===== config.mk =====
export PLATFORM = sky130hd
export DESIGN_NAME = prn_act_ctrl
export DESIGN_NICKNAME = d
export VERILOG_FILES = /design/src/rtl/prn_act_pkg.sv /design/src/rtl/prn_act_ctrl_fsm.sv /design/src/rtl/prn_act_ctrl_dp.sv /design/src/rtl/prn_act_ctrl.sv
export SDC_FILE = /design/constraint.sdc
export NUM_CORES = 1
export LEC_CHECK = 0
export BUFFER_PORTS_ARGS = -buffer_cell sky130_fd_sc_hd__buf_2
export CORE_MARGIN = 1.5
export CORE_UTILIZATION = 54
export CTS_CLUSTER_SIZE = 20
export DETAILED_ROUTE_END_ITERATION = 8
export HOLD_SLACK_MARGIN = 0.03
export PLACE_DENSITY = 0.94
export SYNTH_ARGS = -nofsm -noshare
export SYNTH_HDL_FRONTEND = slang
export SYNTH_HIERARCHICAL = 1
export SYNTH_SLANG_ARGS = --single-unit
export TNS_END_PERCENT = 100

===== constraint.sdc =====
create_clock -name clk -period 3.3 [get_ports clk]
set_input_delay 0.33 -clock clk [delete_from_list [all_inputs] [get_ports clk]]
set_output_delay 0.33 -clock clk [all_outputs]
set_load 0.05 [all_outputs]

===== src/rtl/prn_act_pkg.sv =====
`timescale 1ns/1ps
package prn_act_pkg;
  typedef enum logic [1:0] {
    OP_ENABLE = 2'b00,
    OP_STOP   = 2'b01,
    OP_STATUS = 2'b10,
    OP_TEST   = 2'b11
  } cmdOp_e;

  typedef struct packed {
    logic loadHold;
    logic sendWord;
    logic clearHold;
    logic captureStatus;
  } dpStrobe_t;
endpackage


===== src/rtl/prn_act_ctrl_fsm.sv =====
`timescale 1ns/1ps
module prn_act_ctrl_fsm
  import prn_act_pkg::*;
#(
  parameter int ST_CYCLES = 16
) (
  input  logic       clk,
  input  logic       rstN,
  input  logic       cmdValid,
  input  logic [1:0] cmdOp,
  input  logic       masterReset,
  input  logic       prnReq,
  input  logic       hostValid,
  input  logic       endOfBlock,
  input  logic       pending,
  output dpStrobe_t  strb,
  output logic       activeQ,
  output logic       busyQ,
  output logic       cmdAck,
  output logic       cmdRej,
  output logic       stStart,
  output logic       stDone
);
  localparam int CW = (ST_CYCLES > 2) ? $clog2(ST_CYCLES) : 1;
  localparam logic [CW-1:0] LOAD_VAL = CW'(ST_CYCLES - 1);

  cmdOp_e opDec;
  logic isEnable, isStop, isStatus, isTest;
  logic testOk, accept, nextActive;
  logic [CW-1:0] cnt;

  always_comb begin
    opDec    = cmdOp_e'(cmdOp);
    isEnable = cmdValid && (opDec == OP_ENABLE);
    isStop   = cmdValid && (opDec == OP_STOP);
    isStatus = cmdValid && (opDec == OP_STATUS);
    isTest   = cmdValid && (opDec == OP_TEST);
    testOk   = isTest && !activeQ && !busyQ && !masterReset;
    accept   = cmdValid && !masterReset && (!isTest || testOk);

    if (masterReset || endOfBlock || isStop) nextActive = 1'b0;
    else if (isEnable)                       nextActive = 1'b1;
    else                                     nextActive = activeQ;

    strb.loadHold      = hostValid && !pending && !masterReset;
    strb.sendWord      = prnReq && pending && activeQ && !masterReset;
    strb.clearHold     = masterReset;
    strb.captureStatus = isStatus && !masterReset;
  end

  always_ff @(posedge clk or negedge rstN) begin
    if (!rstN) begin
      activeQ <= 1'b0;
      cmdAck  <= 1'b0;
      cmdRej  <= 1'b0;
      stStart <= 1'b0;
    end else begin
      activeQ <= nextActive;
      cmdAck  <= accept;
      cmdRej  <= cmdValid && !accept;
      stStart <= testOk;
    end
  end

  always_ff @(posedge clk or negedge rstN) begin
    if (!rstN) begin
      busyQ  <= 1'b0;
      cnt    <= '0;
      stDone <= 1'b0;
    end else begin
      stDone <= busyQ && (cnt == '0) && !masterReset;
      if (masterReset) begin
        busyQ <= 1'b0;
        cnt   <= '0;
      end else if (testOk) begin
        busyQ <= 1'b1;
        cnt   <= LOAD_VAL;
      end else if (busyQ) begin
        if (cnt == '0) busyQ <= 1'b0;
        else           cnt   <= cnt - 1'b1;
      end
    end
  end
endmodule


===== src/rtl/prn_act_ctrl_dp.sv =====
`timescale 1ns/1ps
module prn_act_ctrl_dp
  import prn_act_pkg::*;
#(
  parameter int DW = 8
) (
  input  logic          clk,
  input  logic          rstN,
  input  dpStrobe_t     strb,
  input  logic [DW-1:0] hostData,
  input  logic          activeQ,
  input  logic          busyQ,
  output logic          pending,
  output logic [DW-1:0] prnData,
  output logic          prnStrobe,
  output logic          statusValid,
  output logic [2:0]    statusWord
);
  logic [DW-1:0] holdReg;

  always_ff @(posedge clk or negedge rstN) begin
    if (!rstN) begin
      pending   <= 1'b0;
      holdReg   <= '0;
      prnData   <= '0;
      prnStrobe <= 1'b0;
    end else begin
      prnStrobe <= strb.sendWord;
      if (strb.clearHold) begin
        pending <= 1'b0;
      end else if (strb.sendWord) begin
        pending <= 1'b0;
        prnData <= holdReg;
      end else if (strb.loadHold) begin
        pending <= 1'b1;
        holdReg <= hostData;
      end
    end
  end

  always_ff @(posedge clk or negedge rstN) begin
    if (!rstN) begin
      statusValid <= 1'b0;
      statusWord  <= '0;
    end else begin
      statusValid <= strb.captureStatus;
      if (strb.captureStatus) statusWord <= {pending, busyQ, activeQ};
    end
  end
endmodule


===== src/rtl/prn_act_ctrl.sv =====
`timescale 1ns/1ps
module prn_act_ctrl
  import prn_act_pkg::*;
#(
  parameter int DW        = 8,
  parameter int ST_CYCLES = 16
) (
  input  logic          clk,
  input  logic          rstN,
  input  logic          cmdValid,
  input  logic [1:0]    cmdOp,
  input  logic          masterReset,
  input  logic          prnReq,
  input  logic [DW-1:0] hostData,
  input  logic          hostValid,
  input  logic          endOfBlock,
  output logic          hostReady,
  output logic [DW-1:0] prnData,
  output logic          prnStrobe,
  output logic          cmdAck,
  output logic          cmdRej,
  output logic          statusValid,
  output logic [2:0]    statusWord,
  output logic          stStart,
  output logic          stDone
);
  dpStrobe_t strb;
  logic activeQ, busyQ, pending;

  prn_act_ctrl_fsm #(.ST_CYCLES(ST_CYCLES)) fsm_i (
    .clk(clk), .rstN(rstN), .cmdValid(cmdValid), .cmdOp(cmdOp),
    .masterReset(masterReset), .prnReq(prnReq), .hostValid(hostValid),
    .endOfBlock(endOfBlock), .pending(pending), .strb(strb),
    .activeQ(activeQ), .busyQ(busyQ), .cmdAck(cmdAck), .cmdRej(cmdRej),
    .stStart(stStart), .stDone(stDone)
  );

  prn_act_ctrl_dp #(.DW(DW)) dp_i (
    .clk(clk), .rstN(rstN), .strb(strb), .hostData(hostData),
    .activeQ(activeQ), .busyQ(busyQ), .pending(pending),
    .prnData(prnData), .prnStrobe(prnStrobe),
    .statusValid(statusValid), .statusWord(statusWord)
  );

  assign hostReady = !pending;
endmodule


Yosys cells after proc, flatten, opt, wreduce, memory -nomap -nowiden:

Cells that the tools add are included.
W data, S select, Z words.

* $add $sub $neg: 1
* bitwise operators: 2
* reductions and logical operators: 35
* mux-type cells: 13
* equal/unequal tests: 4

Operator list (number)
* $logic_and A1 B1 Y1: 18
* $mux W4: 4
* $mux W1: 9
* $logic_not A1 Y1: 6
* $reduce_bool A3 Y1: 2
* $eq A2 B2 Y1 const B: 2
* $logic_not A4 Y1: 1
* $reduce_and A2 Y1: 2
* $sub A4 B1 Y4 const B: 1
* $logic_or A1 B1 Y1: 3
* $ne A3 B2 Y1 const B: 1
* $reduce_and A3 Y1: 1
* $eq A2 B1 Y1 const B: 1
* $logic_not A2 Y1: 1
* $not A1 Y1: 2
* $reduce_bool A2 Y1: 1

* output and inout bits: 18
* word-level logic and storage cells: 68
* input bits: 17
* bits in registers: 32

Longest topological paths before layout:

* depth after elaboration: 9
* mapped depth: 5
* depth with buffers taken out: 5

By module:

The synthesis kept the hierarchy.

Modules (own cells, without submodules)
* prn_act_ctrl_dp: area an instance 803.3 sq um, instances 1, cells each 46, seq. area each 550.5 sq um
* prn_act_ctrl_fsm: area an instance 503.0 sq um, instances 1, cells each 49, seq. area each 250.2 sq um
* prn_act_ctrl: area an instance 3.8 sq um, instances 1, cells each 1, seq. area each 0.0 sq um

Worst setup path before layout:

No wires, ideal clock.

* path type: input to register
* start point: input masterReset
* end point: register dp_i.holdReg[0]
* stages: 4
* library setup time: 0.125 ns
* path buffers: 1
* setup slack: 1.669 ns
* arrival time: 1.506 ns
* required time: 3.175 ns
* path through: clkbuf_1 > nor3b_1 > nor3b_4 > mux2_2

RTL lines
* from (decl): line prn_act_ctrl.sv:12 `input logic masterReset,`
* to (signal assigned): line prn_act_ctrl_dp.sv:36 `holdReg <= hostData;`
* to (decl): line prn_act_ctrl_dp.sv:19 `logic [DW-1:0] holdReg;`

==> results.toml <==
[die]
die_x_um = 52.3
rows = 17
die_y_um = 52.3
pin_count = 35
die_area_um2 = 2730
core_um2 = 2250
start_util = 0.581

[logic_synthesis]
synth_seq_area_share = 0.611
synth_cell_types = 31
syn_area_per_cell_um2 = 13.6
syn_inst = 96
synth_seq_cells = 32
async_flop_share = 1.00
yosysWarnings = 6
syn_nets = 114
synth_area_um2 = 1310
synthFlopType = "dfrtp_1"
synth-edff-count = 0

[cells_and_area]
drive_above_1_share = 0.485
final_cell_mix = "buf_2, dfrtp_1, mux2_2, clkbuf_4, nor2_1"
utilization = 0.704
nFillCells = 168
syn2layout_area_growth_pct = 21.1
layout.nets = 151
n_antenna_cell = 0
final_common_cell = "buf_2"

[run]
maxCapViolCount = 0

[placed_design]
port_buffers = 34
hpwl_um = 1840
gp_congestion = 0.745

[global_route]
gr-usage-met1 = 0.236
busiest_layer = "met2"
antenna_found_initial = 0
grt_pass1_wl_um = 4070
grt_use_met2 = 0.376
grtUsageMet3 = 0.0714
grt_pass1_vias = 916
grt_max_degree = 33
gr-total-overflow = 0
track_usage = 0.216

[cts]
holdBufCountCts = 0
cts_resized = 0
clk_pin_slew_worst_paths_ps = 100
postCtsSetupBuffers = 0
clkSinkCount = 32
worstSkewPairLatency_ps = 330
numCtsBuffers = 5
cts_max_path_buffers = 2
h-tree-depth = 2
cts_tree = "yes"
clockRootBuffer = "clkbuf_4"

[timing]
setup_viol = 0
tightest_slew_ps = 666
clock-skew-final_ps = 9.97
holdWs_ps = 18.9
finalCritPeriodShare = 0.519
max_freq_ghz = 0.583
finalMaxSlewViolations = 0
slew_headroom = 0.556
rsz0062_at_grt = "no"
tns_ps = 0
period_minus_slack_ps = 1710
hold_violations = 0

[critical_path]
crit_type = "register to register"
path_max_fanout = 8
reg2reg_slack_ps = 1590
worstPathArrival_ps = 1930
required_ps = 3520
end_kind = "register"
worstSetupStartpointType = "register"

[status]
status = "completed"

[route]
routed_wl_um = 2440
dr.pass1.iters = 4
drtIter0Drc = 11
viasPerCell = 5.51
route.detailed.drc = 0
dr_total_vias = 892
wl_per_cell_um = 15.1
ant_nets = 0

[power_and_ir_drop]
peakVddDrop_v = 0.000477
p_leak_nw = 0.803
powerDensity_nw_per_um2 = 577
power.total_mw = 0.916

[min_path]
hold_class = "input port to asynchronous set/reset pin"
[synthesized netlist by cell type, drive strengths merged, types with 2 or more instances]
master | n | area share
nor2 | 5 | 0.014
buf | 3 | 0.015
nor3b | 3 | 0.026
a21oi | 2 | 0.0076
nor3 | 2 | 0.0076
inv | 4 | 0.011
mux2 | 19 | 0.16
dfrtp | 32 | 0.61
o21ai | 2 | 0.0076
a31oi | 3 | 0.014
nand2 | 4 | 0.011
[power by group]
part | leakage [nW] | internal, mW | switching (mW) | total, mW
Clock | 0.0515 | 0.201 | 0.129 | 0.330
Combinational | 0.329 | 0.0509 | 0.0823 | 0.133
Sequential | 0.422 | 0.429 | 0.0231 | 0.452
Total | 0.803 | 0.681 | 0.235 | 0.916
[flip-flops by register name, summed over array words and instances (netlist names), 3 cells and up]
register / cells
dp_i/holdReg: 8
dp_i/prnData: 8
fsm_i/cnt: 4
dp_i/statusWord: 3
[cell families after synthesis]
group	count (synthesis)	share of synthesized area
and+or+nand+nor	26	0.132
adders and majority gates	1	0.00955
muxes	20	0.171
AOI/OAI and AO/OA	9	0.0468
buffers and inverters	8	0.0296
DFF	32	0.611
[through the flow]
stage                     setup slack (ps)  std cells  area [um^2]
final                                 1590        162         1590
after global routing                  1430        162         1590
after CTS                             1580        162         1590
after detailed placement              1430        154         1490
after global placement                1530        154         1490
after floorplan                       1670         96         1310
[final timing paths]
path                                        startpoint                             end  depth (start not counted)
setup / recovery              dp_i/pending$_DFFE_PN0P_     dp_i/holdReg[7]$_DFFE_PN0P_                          3
hold / removal                                    rstN     dp_i/prnData[3]$_DFFE_PN0P_                          1
setup reg to reg              dp_i/pending$_DFFE_PN0P_     dp_i/holdReg[7]$_DFFE_PN0P_                          3
hold reg to reg            dp_i/holdReg[5]$_DFFE_PN0P_     dp_i/holdReg[5]$_DFFE_PN0P_                          1
max in group asynchronous                         rstN  dp_i/statusWord[0]$_DFFE_PN0P_                          1
min in group clk                            endOfBlock       fsm_i/activeQ$_DFFE_PN0P_                          2
[layer usage]
metal  part of all wire  wire length [um]  vias up
li1                   -                 -      415
met5                  0                 0        -
met2               0.53              1300       35
met3              0.058               142        4
met4              0.013                31        0
met1               0.40               971      438
[critical path, cell delays in order (launching register included)]
cell	delay [ps]
dfrtp_1	430
nor3b_1	280
nor3b_4	480
mux2_2	400
[area by class of cell]
cell class,count,area [um^2],share of cell area
Timing Repair Buffer,34,170,0.107
Inverter,4,15.0,0.00946
Tap cell,28,35.0,0.0221
Clock inverter,1,30.0,0.0189
Sequential cell,32,801,0.505
Clock buffer,7,65.1,0.0410
Multi-Input combinational cell,56,470,0.297
No activity file was read; power rests on OpenSTA's default activity.
